### config.mk
export PLATFORM = sky130hd
export DESIGN_NAME = sc_irq_ctrl
export DESIGN_NICKNAME = d
export VERILOG_FILES = /design/src/rtl/sc_irq_pkg.sv /design/src/rtl/sc_strobe_sync.sv /design/src/rtl/sc_clr_delay.sv /design/src/rtl/sc_buf_flag.sv /design/src/rtl/sc_irq_ctrl.sv
export SDC_FILE = /design/constraint.sdc
export NUM_CORES = 1
export LEC_CHECK = 0
export ABC_AREA = 1
export BUFFER_PORTS_ARGS = -buffer_cell sky130_fd_sc_hd__buf_2
export CAP_MARGIN = 10
export CORE_MARGIN = 3
export CORE_UTILIZATION = 49
export DETAILED_ROUTE_END_ITERATION = 12
export GPL_TIMING_DRIVEN = 0
export PLACE_DENSITY = 0.75
export REMOVE_ABC_BUFFERS = 1
export SLEW_MARGIN = 25
export SYNTH_ARGS = -nofsm -noshare
export SYNTH_HDL_FRONTEND = slang
export SYNTH_SLANG_ARGS = --single-unit
### constraint.sdc
create_clock -name clk -period 1 [get_ports clk]
set_input_delay 0.05 -clock clk [delete_from_list [all_inputs] [get_ports clk]]
set_output_delay 0.05 -clock clk [all_outputs]
set_load 0.02 [all_outputs]
### src/rtl/sc_irq_pkg.sv
// Shared defaults and flag bit positions for the smart card interrupt controller.
// Assumes consumers import it before declaring parameters.
package sc_irq_pkg;
    localparam int SC_NUM_ERR     = 6;
    localparam int SC_SYNC_STAGES = 2;
    localparam int SC_CLR_DELAY   = 2;
    localparam int SC_BIT_FRAME   = 0;
    localparam int SC_BIT_OVERRUN = 1;
    localparam int SC_BIT_PARITY  = 2;
    localparam int SC_BIT_EARLY   = 3;
    localparam int SC_BIT_TMO_A   = 4;
    localparam int SC_BIT_TMO_B   = 5;
    localparam int SC_BIT_BUF     = SC_NUM_ERR;
endpackage

### src/rtl/sc_strobe_sync.sv
// Brings an asynchronous active-low strobe into the clock domain and reports
// its falling and rising edges as one-cycle pulses. Assumes STAGES >= 2 and
// that the strobe idles high.
module sc_strobe_sync #(
    parameter int STAGES = 2
) (
    input  logic clk,
    input  logic rst_n,
    input  logic strb_n,
    output logic fall_p,
    output logic rise_p
);
    logic [STAGES-1:0] sync_q;
    logic              last_q;

    // Shift the strobe through the synchroniser and keep the previous stable value.
    always_ff @(posedge clk) begin
        if (!rst_n) begin
            sync_q <= '1;
            last_q <= 1'b1;
        end else begin
            sync_q <= {sync_q[STAGES-2:0], strb_n};
            last_q <= sync_q[STAGES-1];
        end
    end

    assign fall_p = last_q & ~sync_q[STAGES-1];
    assign rise_p = ~last_q & sync_q[STAGES-1];
endmodule

### src/rtl/sc_clr_delay.sv
// Emits a one-cycle clear request DELAY cycles after a start pulse. A new start
// reloads the count. Assumes DELAY >= 1.
module sc_clr_delay #(
    parameter int DELAY = 2
) (
    input  logic clk,
    input  logic rst_n,
    input  logic start,
    output logic clr_p
);
    localparam int CNT_W = $clog2(DELAY + 1);

    logic [CNT_W-1:0] cnt_q;

    // Load on start, then count down to zero.
    always_ff @(posedge clk) begin
        if (!rst_n) begin
            cnt_q <= '0;
        end else if (start) begin
            cnt_q <= CNT_W'(DELAY);
        end else if (cnt_q != '0) begin
            cnt_q <= cnt_q - 1'b1;
        end
    end

    assign clr_p = (cnt_q == CNT_W'(1));
endmodule

### src/rtl/sc_buf_flag.sv
// Holds the shared transmit-empty / receive-full flag. It handles the last-character
// suppression and the clear on leaving transmit mode. Assumes the clear pulses
// are already delayed.
module sc_buf_flag (
    input  logic clk,
    input  logic rst_n,
    input  logic set_p,
    input  logic last_char,
    input  logic tx_mode,
    input  logic fifo_full,
    input  logic clr_p,
    output logic flag_q,
    output logic exit_clr
);
    logic tx_q;
    logic full_at_entry_q;
    logic enter;
    logic set_eff;

    assign enter    = tx_mode & ~tx_q;
    assign exit_clr = ~tx_mode & tx_q & ~full_at_entry_q;
    assign set_eff  = set_p & ~(tx_mode & last_char);

    // Track the mode and remember the FIFO state when transmit mode is entered.
    always_ff @(posedge clk) begin
        if (!rst_n) begin
            tx_q            <= 1'b0;
            full_at_entry_q <= 1'b0;
        end else begin
            tx_q <= tx_mode;
            if (enter) begin
                full_at_entry_q <= fifo_full;
            end
        end
    end

    // Update the flag; a set in the same cycle as a clear wins.
    always_ff @(posedge clk) begin
        if (!rst_n) begin
            flag_q <= 1'b0;
        end else begin
            flag_q <= (flag_q & ~(clr_p | exit_clr)) | set_eff;
        end
    end
endmodule

### src/rtl/sc_irq_ctrl.sv
// Top of the smart card UART interrupt controller. It holds the error flags,
// takes the status snapshot, clears the read flags after a delay and drives
// the registered active-low interrupt. Assumes single-cycle set pulses and
// synchronous tx_wr / rx_rd strobes.
module sc_irq_ctrl
    import sc_irq_pkg::*;
#(
    parameter int NUM_ERR     = SC_NUM_ERR,
    parameter int SYNC_STAGES = SC_SYNC_STAGES,
    parameter int CLR_DELAY   = SC_CLR_DELAY
) (
    input  logic               clk,
    input  logic               rst_n,
    input  logic [NUM_ERR-1:0] err_set,
    input  logic               buf_set,
    input  logic               last_char,
    input  logic               tx_mode,
    input  logic               fifo_full,
    input  logic               buf_irq_mask,
    input  logic               stat_rd_n,
    input  logic               tx_wr,
    input  logic               rx_rd,
    output logic [NUM_ERR:0]   stat_rdata,
    output logic               irq_n
);
    localparam int STAT_W  = NUM_ERR + 1;
    localparam int N_BUFCL = 2;

    logic               rd_fall;
    logic               rd_rise;
    logic               stat_clr;
    logic [N_BUFCL-1:0] buf_strb;
    logic [N_BUFCL-1:0] buf_clr_vec;
    logic               buf_q;
    logic               mode_exit_clr;
    logic [NUM_ERR-1:0] err_q;
    logic [STAT_W-1:0]  snap_q;

    sc_strobe_sync #(.STAGES(SYNC_STAGES)) u_rd_sync (
        .clk    (clk),
        .rst_n  (rst_n),
        .strb_n (stat_rd_n),
        .fall_p (rd_fall),
        .rise_p (rd_rise)
    );

    sc_clr_delay #(.DELAY(CLR_DELAY)) u_stat_dly (
        .clk   (clk),
        .rst_n (rst_n),
        .start (rd_rise),
        .clr_p (stat_clr)
    );

    assign buf_strb = {rx_rd, tx_wr};

    generate
        for (genvar g = 0; g < N_BUFCL; g++) begin : g_buf_dly
            sc_clr_delay #(.DELAY(CLR_DELAY)) u_dly (
                .clk   (clk),
                .rst_n (rst_n),
                .start (buf_strb[g]),
                .clr_p (buf_clr_vec[g])
            );
        end
    endgenerate

    sc_buf_flag u_buf (
        .clk       (clk),
        .rst_n     (rst_n),
        .set_p     (buf_set),
        .last_char (last_char),
        .tx_mode   (tx_mode),
        .fifo_full (fifo_full),
        .clr_p     (|buf_clr_vec),
        .flag_q    (buf_q),
        .exit_clr  (mode_exit_clr)
    );

    generate
        for (genvar i = 0; i < NUM_ERR; i++) begin : g_err
            // Set on a pulse; clear only if the flag was in the last snapshot.
            always_ff @(posedge clk) begin
                if (!rst_n) begin
                    err_q[i] <= 1'b0;
                end else if (err_set[i]) begin
                    err_q[i] <= 1'b1;
                end else if (stat_clr && snap_q[i]) begin
                    err_q[i] <= 1'b0;
                end
            end
        end
    endgenerate

    // Capture all flags at the start of a status read.
    always_ff @(posedge clk) begin
        if (!rst_n) begin
            snap_q <= '0;
        end else if (rd_fall) begin
            snap_q <= {buf_q, err_q};
        end
    end

    // Drive the interrupt from any error or the unmasked buffer flag.
    always_ff @(posedge clk) begin
        if (!rst_n) begin
            irq_n <= 1'b1;
        end else begin
            irq_n <= ~((|err_q) | (buf_q & ~buf_irq_mask));
        end
    end

    assign stat_rdata = snap_q;
endmodule

Yosys cells after proc, flatten, opt, wreduce, memory -nomap -nowiden
Cells that the tools add are included.
{ "classes": {"addsub": 3, "eq_ne": 3, "muxes": 18, "n_bitwise": 22, "n_reduce_logical": 23} }
{ "ops": {"columns": ["cell", "n"], "rows": [
  ["2-bit nonzero test", 12],
  ["1-bit 2-to-1 mux", 12],
  ["2-bit 2-to-1 mux", 6],
  ["1-bit NOT", 10],
  ["1-bit bitwise AND", 9],
  ["2-bit OR reduction", 4],
  ["2-bit by 1-bit equality test with 1-bit output, second input constant", 3],
  ["1-bit logical AND", 6],
  ["6-bit OR reduction", 1],
  ["2-bit by 1-bit subtractor with 2-bit output, second input constant", 3],
  ["1-bit OR", 3]
]} }
{ "word_totals": {"regBits": 26, "input_bits": 16, "out_inout_bits": 8, "elab_cells": 88} }

Logic depth before layout (Yosys ltp)
Gate-level depths: netlist of run 1.
{ "depth": {"word_depth": 7, "mapped_depth": 5, "depth_no_buf": 4} }

Modules after synthesis
A second synthesis of run 1 with hierarchy kept.
{ "hier_totals": {"hier_cells": 129, "area_unflattened_um2": 964.7} }
{ "modules_own_cells": {"columns": ["module", "instances", "cells_each", "area_each_um2"], "rows": [
  ["sc_irq_ctrl", 1, 64, 488.0],
  ["sc_clr_delay", 3, 11, 78.8],
  ["sc_buf_flag", 1, 20, 146.4],
  ["sc_strobe_sync", 1, 12, 93.8]
]} }

Least setup slack after synthesis of run 1
No wires, ideal clock.
{ "synth_timing": {"path_kind": "register to register", "start": "register snap_q[0], in the netlist stat_rdata[0]", "end": "register err_q[0]", "setup_ns": 0.122, "arrival_time_ns": 0.721, "slack_ns": 0.158, "path_stages_with_launch": 4, "path_buffers": 0, "period_less_slack_ns": 0.842, "cell_sequence": "dfxtp_1 inv_1 o21ai_0 a21oi_1"} }
{ "synth_between": {"elab_chain_len": 2} }
{ "synth_lines": {"columns": ["item", "line", "text"], "rows": [
  ["start, declared", "sc_irq_ctrl.sv:37", "logic [STAT_W-1:0] snap_q;"],
  ["start signal, assigned", "sc_irq_ctrl.sv:99", "snap_q <= {buf_q, err_q};"],
  ["1-bit logical AND", "sc_irq_ctrl.sv:87", "end else if (stat_clr && snap_q[i]) begin"],
  ["2-bit nonzero test (no line)", null, null],
  ["end signal, assigned by index", "sc_irq_ctrl.sv:84", "err_q[i] <= 1'b0;"],
  ["end signal, assigned by index", "sc_irq_ctrl.sv:86", "err_q[i] <= 1'b1;"],
  ["end signal, assigned by index", "sc_irq_ctrl.sv:88", "err_q[i] <= 1'b0;"],
  ["end, declared", "sc_irq_ctrl.sv:36", "logic [NUM_ERR-1:0] err_q;"]
]} }
No other way between the ends.
A chain may end at the register's enable or synchronous reset.

Final worst setup path of run 1
{ "layout_timing": {"start": "register u_rd_sync.last_q", "end": "register snap_q[3], in the netlist stat_rdata[3]"} }
{ "layout_between": {"elab_chain_len": 1} }
{ "layout_lines": {"columns": ["item", "line", "text"], "rows": [
  ["start, declared", "sc_strobe_sync.sv:14", "logic last_q;"],
  ["start signal, assigned", "sc_strobe_sync.sv:23", "last_q <= sync_q[STAGES-1];"],
  ["1-bit bitwise AND", "sc_strobe_sync.sv:27", "assign fall_p = last_q & ~sync_q[STAGES-1];"]
]} }
No other way between the ends.

==> results of run 1 <==
==> layout make-up <==
class / instances / share of cell area, %
tap: 25 / 2.53
sequential: 26 / 42.0
inverter: 20 / 6.06
multi-input combinational: 62 / 26.7
clock buffer: 4 / 2.93
timing repair buffer: 36 / 19.8
==> stage by stage <==
stage | worst slack [ns] | util [%]
floorplan | 0.145 | -
global placement | -0.0295 | 60.4
detailed placement | -0.0245 | 60.4
CTS | 0.00588 | 69.8
global route | 0.0304 | 70.2
finish | 0.0913 | 70.2
==> placed cells by master (no fill, tap or decap) <==
master          n
or2_2           2
a21oi_1        15
clkbuf_8        1
inv_1          19
nor2_1          7
nand2_1        10
buf_2          23
o21ai_1         1
a21oi_2         4
o21ai_2         3
o21ai_0        10
nand3_1         4
nand2_4         1
dlygate4sd3_1  13
or2_1           1
nand2_2         2
nor4_1          2
clkbuf_4        3
dfxtp_1        26
inv_2           1
==> routing by layer <==
layer,track usage (%),vias to the layer above
met1,19.5,365
met4,1.38,0
met3,4.53,2
met5,0,-
li1,-,426
met2,29.1,22
==> state kept, by name (all words and copies together), names as in the netlist <==
name,flops
err_q,6
g_buf_dly.u_dly.cnt_q,4
irq_n,1
stat_rdata,7
u_buf.flag_q,1
u_buf.full_at_entry_q,1
u_buf.tx_q,1
u_rd_sync.last_q,1
u_rd_sync.sync_q,2
u_stat_dly.cnt_q,2
==> synth_stat cells (all sizes together) <==
library cell,count
dfxtp,26
inv,20
a21oi,19
o21ai,14
nand2,13
nor2,7
nand3,4
buf,3
or2,3
nor4,2
==> repair_timing <==
action | CTS | global route
endpoints found under the hold margin | 14 | 0
hold buffers | 13 | 0
resized for setup | 0 | 3
endpoints found under the setup margin | 0 | 10
==> worst max-delay path: stages, from the launching register on <==
cell and delay [ns]:
dfxtp_1 0.42, nand2_4 0.15, o21ai_0 0.18, a21oi_1 0.06
==> kinds of logic after synthesis <==
group | Yosys count | synth area share, %
flip-flops | 26 | 55.2
AND/OR/NAND/NOR | 29 | 13.9
buffers and inverters | 23 | 10.5
AO/OA/AOI/OAI | 33 | 20.3
==> worst min path at each step <==
stage,cells after the start,endpoint,slack [ns]
6_report,2,u_rd_sync.last_q,0.03
5_1_grt,2,u_rd_sync.last_q,0.02
4_1_cts,2,u_rd_sync.last_q,0.03
3_5_place_dp,2,g_buf_dly[0].u_dly.cnt_q[0],0.23
3_3_place_gp,2,g_buf_dly[0].u_dly.cnt_q[0],0.23
2_1_floorplan,1,u_rd_sync.last_q,0.12
==> where the power goes <==
part / internal [mW] / switching, mW
combinational: 0.109 / 0.117
sequential: 1.09 / 0.0299
clock: 0.222 / 0.284
==> reports/results.txt, run 1 <==
Gr ovfl total: 0
Dpl cell area: 1060 um^2
Drt total wl: 1790 um
Nets@finish: 165
Area of the multi-input gates: 330 um^2
Worst setup SP type: flop
CTS sink cnt: 26
Cts bufs inserted: 3
Wirelength per Cell: 10.4 um
Worst-Margin Slew: 0.490 ns
Vias: 815
Total negative setup slack: 0 ns
Reg-to-reg startpoint: u_rd_sync.last_q
WL met2: 915 um
Hold_sp: rst_n
Yosys warns: 0
Reg area: 520 um^2
CP Class: flop to flop
F_max: 1.10 GHz
Largest net degree at the start of global routing: 17
Cells after Synth: 111
Clock latency on the worst-skew pair: 0.31 ns
DR pass1 iterations: 4
Max Cap Viol: 0
Fin. max-slew vios: 0
P&R area growth vs syn: 31.5%
Share of cells above drive strength 1: 27.0%
Min Tclk post-route: 0.909 ns
R2r setup slk: 0.09 ns
Initial Util: 53.4%
CTS tree: done
Worst VDD drop: 0.00128 V
PortBufs: 23
I/O Pins: 24
Setup-failing EPs final: 0
ANT cells: 0
Critical Path Fanout Max: 13
Vias per cell: 4.71
Worst R2R End: stat_rdata[3]
Max-slew headroom: 67.3%
DR iter-0 viols: 11
Max Root-Sink Buffers: 2
Initial antenna violation count: 0
Leak: 0.554 nW
CTS root buf: clkbuf_4
Status: completed
Power Density: 1500 nW/um^2
Chip width: 49.9 um
Hold Fails Final Rpt: 0
Vias in the first global route: 754
R2R depth: 3
RSZ-0062 raised after global routing: false
Detailed Place HPWL: 1220 um
Highest routed layer: met4
Crit path required time: 1.21 ns
Sequential area share after synthesis: 55.2%
Unique masters post-synth: 17
Layout fillers: 154
Dominant cell type by area after synthesis: dfxtp_1
Die H: 49.9 um
Overall Power: 1.85 mW
DRC Markers: 0
Die area: 2490 um^2
Crit end category: flop
Met1 wire length: 788 um
Antenna Nets Post-Route: 0
Cell total after placement: 156
CP startpoint: u_rd_sync.last_q
Fin crit share: 90.9%
Overall Global Routing Usage: 16.1%
Core area: 1760 um^2
Final Wtd Congestion: 0.708
WHS: 0.0261 ns
Non-filler instance count after layout: 173
First-pass GRT wire length: 3130 um
Clock skew: 0.00368 ns
Clock transition at the registers of the reported paths: 0.13 ns
Design Area, Final: 1240 um^2
Postcts setup bufs: 0
Num rows: 15
H-Tree Depth: 1
Worst Path Arrival: 1.12 ns
Top cells by area, synth: dfxtp_1 55%, a21oi_1 8.0%, inv_1 7.6%
DR WL met3: 82 um
HP Class: primary input to flop
Post-synthesis register bit count: 26
Worst setup path end: stat_rdata[3]
Synth top area share: 55.2%
Synthesized area: 942 um^2
Avg Cell Area, Syn: 8.49 um^2
Note: power is estimated with default switching activity, not from simulation.
==> run 2: changes to the inputs <==
Settings changed: CTS_BUF_LIST set to sky130_fd_sc_hd__clkbuf_8 sky130_fd_sc_hd__clkbuf_16.
==> reports/results.txt, run 2 (synthesized netlist as in run 1, its figures left out) <==
PortBufs: 23 (unchanged)
Placement Setup Slack: -0.0245 ns (unchanged)
F_max: 1.11 GHz (was 1.10 GHz)
DR WL met3: 86 um (was 82 um)
Die H: 49.9 um (unchanged)
Non-filler instance count after layout: 163 (was 173)
Final Wtd Congestion: 0.708 (unchanged)
Clock transition at the registers of the reported paths: 0.08 ns (was 0.13 ns)
Critical Path Fanout Max: 13 (unchanged)
Highest routed layer: met4 (unchanged)
WL met2: 771 um (was 915 um)
CP Class: flop to flop (unchanged)
Num rows: 15 (unchanged)
ANT cells: 0 (unchanged)
Worst Path Arrival: 1.05 ns (was 1.12 ns)
CP max stage cell: dfxtp_1 (unchanged)
Max Root-Sink Buffers: 2 (unchanged)
Power Density: 1690 nW/um^2 (was 1500 nW/um^2)
Min Tclk post-route: 0.901 ns (was 0.909 ns)
CTS sink cnt: 26 (unchanged)
First-pass GRT wire length: 2870 um (was 3130 um)
Max Cap Viol: 0 (unchanged)
Vias per cell: 4.72 (was 4.71)
Clock latency on the worst-skew pair: 0.26 ns (was 0.31 ns)
CTS root buf: clkbuf_8 (was clkbuf_4)
Setup-failing EPs final: 0 (unchanged)
Hold Fails Final Rpt: 0 (unchanged)
Worst VDD drop: 0.00122 V (was 0.00128 V)
Drt total wl: 1660 um (was 1790 um)
Share of cells above drive strength 1: 29.0% (was 27.0%)
DR pass1 iterations: 4 (unchanged)
Leading cell type in the layout, fill and taps excluded: dfxtp_1 (unchanged)
Final worst slack: 0.0993 ns (was 0.0913 ns)
Fin. max-slew vios: 0 (unchanged)
Crit end category: flop (unchanged)
Nets@finish: 155 (was 165)
Vias: 770 (was 815)
Clock skew: 0.00173 ns (was 0.00368 ns)
Overall Global Routing Usage: 14.7% (was 16.1%)
DRC Markers: 0 (unchanged)
Crit path required time: 1.15 ns (was 1.21 ns)
Leak: 0.520 nW (was 0.554 nW)
H-Tree Depth: 1 (unchanged)
Worst setup SP type: flop (unchanged)
Met1 wire length: 792 um (was 788 um)
CP peak stage delay: 0.40 ns (was 0.42 ns)
Commonest non-fill, non-tap cells in the layout: 26 x dfxtp_1, 23 x buf_2, 19 x inv_1 (unchanged)
Gr ovfl total: 0 (unchanged)
DR iter-0 viols: 12 (was 11)
Largest net degree at the start of global routing: 17 (unchanged)
CTS tree: done (unchanged)
I/O Pins: 24 (unchanged)
WHS: 0.0203 ns (was 0.0261 ns)
Largest register FFs: 7 (unchanged)
Die area: 2490 um^2 (unchanged)
Antenna Nets Post-Route: 0 (unchanged)
Fin crit share: 90.1% (was 90.9%)
Detailed Place HPWL: 1220 um (unchanged)
Cell total after placement: 156 (unchanged)
Status: completed (unchanged)
Initial antenna violation count: 0 (unchanged)
Wirelength per Cell: 10.2 um (was 10.4 um)
RSZ-0062 raised after global routing: false (unchanged)
Layout fillers: 163 (was 154)
P&R area growth vs syn: 22.8% (was 31.5%)
Initial Util: 53.4% (unchanged)
Core area: 1760 um^2 (unchanged)
Vias in the first global route: 697 (was 754)
Total negative setup slack: 0 ns (unchanged)
Critical path, cell by cell: nand2_4, o21ai_0, a21oi_1 (unchanged)
Worst-Margin Slew: 0.490 ns (about the same)
Chip width: 49.9 um (unchanged)
HP Class: primary input to flop (unchanged)
Max-slew headroom: 67.3% (about the same)
Cts bufs inserted: 3 (unchanged)
run 2: area by class of cell:
| cell class | instances | area, um^2 | share of cell area (%) |
|---|---|---|---|
| Tap cell | 25 | 31.3 | 2.70 |
| Clock buffer | 4 | 55.1 | 4.76 |
| Inverter | 20 | 75.1 | 6.49 |
| Multi-Input combinational cell | 62 | 330 | 28.5 |
| Timing Repair Buffer | 26 | 145 | 12.5 |
| Sequential cell | 26 | 520 | 45.0 |
run 2: layer usage:
metal	GRT usage (%)	up-vias
met5	0	-
met4	1.38	0
met3	4.53	2
met2	24.7	20
met1	19.1	344
li1	-	404
run 2: final timing paths:
kind	startpoint	to	slack [ns]	cells past startpoint
min reg2reg	u_rd_sync.sync_q[0]	u_rd_sync.sync_q[1]	0.43	1
min	err_set[3]	err_q[3]	0.02	3
max	u_rd_sync.last_q	stat_rdata[3]	0.1	3
max reg2reg	u_rd_sync.last_q	stat_rdata[3]	0.1	3
run 2: stage by stage:
step | utilization [%] | total power [mW] | area [um^2]
finish | 65.6 | 1.96 | 1160
global route | 65.6 | 2.06 | 1160
CTS | 65.2 | 1.98 | 1150
detailed placement | 60.4 | 1.33 | 1060
global placement | 60.4 | 1.32 | 1060
floorplan | - | 1.25 | 918
run 2: report_power, final:
group | internal [mW] | switching [mW]
clock | 0.351 | 0.294
combinational | 0.0836 | 0.111
sequential | 1.09 | 0.0297
run 2: worst max-delay path, delay by kind of cell (launching register included):
kind / cells / cell delay, ns
AO/OA/AOI/OAI: 2 / 0.24
flip-flops: 1 / 0.40
AND/OR/NAND/NOR: 1 / 0.15
run 2: what timing repair did:
item / 4_1_cts / 5_1_grt
resized for setup: 0 / 4
hold endpoints to repair: 3 / 0
hold buffers: 3 / 0
endpoints found under the setup margin: 0 / 9
buffers inserted: 0 / 0
==> run 3: changes to the inputs <==
Settings changed: CORE_UTILIZATION 49 to 30, PLACE_DENSITY 0.75 to unset.
==> reports/results.txt, run 3 (synthesized netlist as in run 1, its figures left out) <==
Status: completed (unchanged)
Power Density: 1800 nW/um^2 (was 1690 nW/um^2)
CP peak stage delay: 0.33 ns (was 0.40 ns)
Initial antenna violation count: 0 (unchanged)
Largest net degree at the start of global routing: 17 (unchanged)
Clock latency on the worst-skew pair: 0.27 ns (was 0.26 ns)
Antenna Nets Post-Route: 0 (unchanged)
Max-slew headroom: 64.9% (was 67.3%)
Wirelength per Cell: 9.70 um (was 10.2 um)
Fin crit share: 92.6% (was 90.1%)
Worst Path Arrival: 1.07 ns (was 1.05 ns)
Worst-Margin Slew: 0.525 ns (was 0.490 ns)
Crit path required time: 1.15 ns (about the same)
Leading cell type in the layout, fill and taps excluded: dfxtp_1 (unchanged)
Cts bufs inserted: 3 (unchanged)
Commonest non-fill, non-tap cells in the layout: 26 x dfxtp_1, 23 x buf_2, 19 x inv_1 (unchanged)
Share of cells above drive strength 1: 27.9% (was 29.0%)
First-pass GRT wire length: 2970 um (was 2870 um)
PortBufs: 23 (unchanged)
Detailed Place HPWL: 1260 um (was 1220 um)
Gr ovfl total: 0 (unchanged)
Core area: 2880 um^2 (was 1760 um^2)
DRC Markers: 0 (unchanged)
Overall Power: 2.18 mW (was 1.96 mW)
CP Class: flop to flop (unchanged)
Fin. max-slew vios: 0 (unchanged)
Vias in the first global route: 709 (was 697)
P&R area growth vs syn: 28.7% (was 22.8%)
Worst VDD drop: 0.000949 V (was 0.00122 V)
Vias per cell: 4.30 (was 4.72)
Crit end category: flop (unchanged)
Critical Path Fanout Max: 6 (was 13)
Critical path, cell by cell: inv_1, nand2_1, o21ai_0, a21oi_1 (was nand2_4, o21ai_0, a21oi_1)
Chip width: 62.0 um (was 49.9 um)
CTS tree: done (unchanged)
Buf/Inv on CP: 1 (was 0)
I/O Pins: 24 (unchanged)
Clock skew: 0.00976 ns (was 0.00173 ns)
F_max: 1.08 GHz (was 1.11 GHz)
Overall Global Routing Usage: 11.0% (was 14.7%)
Final worst slack: 0.0735 ns (was 0.0993 ns)
Leak: 0.535 nW (was 0.520 nW)
CTS root buf: clkbuf_8 (unchanged)
Hold Fails Final Rpt: 0 (unchanged)
Layout fillers: 291 (was 163)
Clock transition at the registers of the reported paths: 0.09 ns (was 0.08 ns)
Max Cap Viol: 0 (unchanged)
Final Wtd Congestion: 0.745 (was 0.708)
Max Root-Sink Buffers: 2 (unchanged)
Placement Setup Slack: -0.0485 ns (was -0.0245 ns)
HP Class: primary input to flop (unchanged)
CP max stage cell: dfxtp_1 (unchanged)
Worst setup SP type: flop (unchanged)
RSZ-0062 raised after global routing: true (was false)
H-Tree Depth: 1 (unchanged)
DR iter-0 viols: 27 (was 12)
Vias: 783 (was 770)
Nets@finish: 157 (was 155)
Largest register FFs: 7 (unchanged)
Die area: 3850 um^2 (was 2490 um^2)
Setup-failing EPs final: 0 (unchanged)
Die H: 62.0 um (was 49.9 um)
CTS sink cnt: 26 (unchanged)
Drt total wl: 1770 um (was 1660 um)
Area of the multi-input gates: 328 um^2 (was 330 um^2)
Initial Util: 32.8% (was 53.4%)
Critical path's top delay family: flip-flops (unchanged)
DR pass1 iterations: 4 (unchanged)
Num rows: 19 (was 15)
ANT cells: 0 (unchanged)
Min Tclk post-route: 0.926 ns (was 0.901 ns)
Reg area: 520 um^2 (unchanged)
-- run 3: cell count changes in the layout (fill, tap and decap cells not counted), sizes merged --
cell	previous run	this run
bufinv	0	1
clkbuf	4	3
dlygate4sd3	3	5
-- run 3: path summary, 6_finish.rpt --
kind	startpoint	to	slack [ns]	cells past startpoint
min	err_set[1]	err_q[1]	0.01	3
max reg2reg	u_stat_dly.cnt_q[1]	err_q[1]	0.07	4
min reg2reg	u_rd_sync.sync_q[0]	u_rd_sync.sync_q[1]	0.42	1
max	u_stat_dly.cnt_q[1]	err_q[1]	0.07	4
-- run 3: stage by stage --
stage	TNS (ns)	instances	util [%]	hold slack [ns]	area (um^2)
finish	0	182	42.1	0.0113	1210
floorplan	0	108	-	0.119	918
detailed placement	-0.0958	173	37.8	0.239	1090
global route	-0.0990	182	42.1	0.0107	1210
CTS	0	182	42.0	0.00140	1210
global placement	-0.134	173	37.8	0.230	1090
-- run 3: metal layers --
layer	vias up	GRT usage, %	routed length, um
li1	410	-	-
met1	343	12.8	879
met2	28	17.3	732
met3	2	5.37	144
met4	0	4.55	9
met5	-	0	0
-- run 3: cell type report --
type	instances	area share [%]
well taps	42	4.33
repair buffers	28	13.6
clock inverters	1	2.48
inverters	20	6.19
clock buffers	3	3.41
flip-flops and latches	26	42.9
multi-input cells	62	27.0
-- run 3: timing repair --
action | 4_1_cts | 5_1_grt
endpoints found under the hold margin | 6 | 0
gates resized for setup | 0 | 2
setup endpoints to repair | 0 | 12
hold buffers | 5 | 0
buffers inserted | 0 | 0
-- run 3: worst register-to-register path, cell delays in order, from the launching register on --
cell and delay, ns:
dfxtp_1 0.33, inv_1 0.05, nand2_1 0.13, o21ai_0 0.20, a21oi_1 0.08
-- run 3: power breakdown --
group,leakage [nW],internal (mW),total [mW],switching (mW)
sequential,0.215,1.09,1.12,0.0292
clock,0.0357,0.536,0.857,0.321
combinational,0.285,0.0884,0.204,0.116
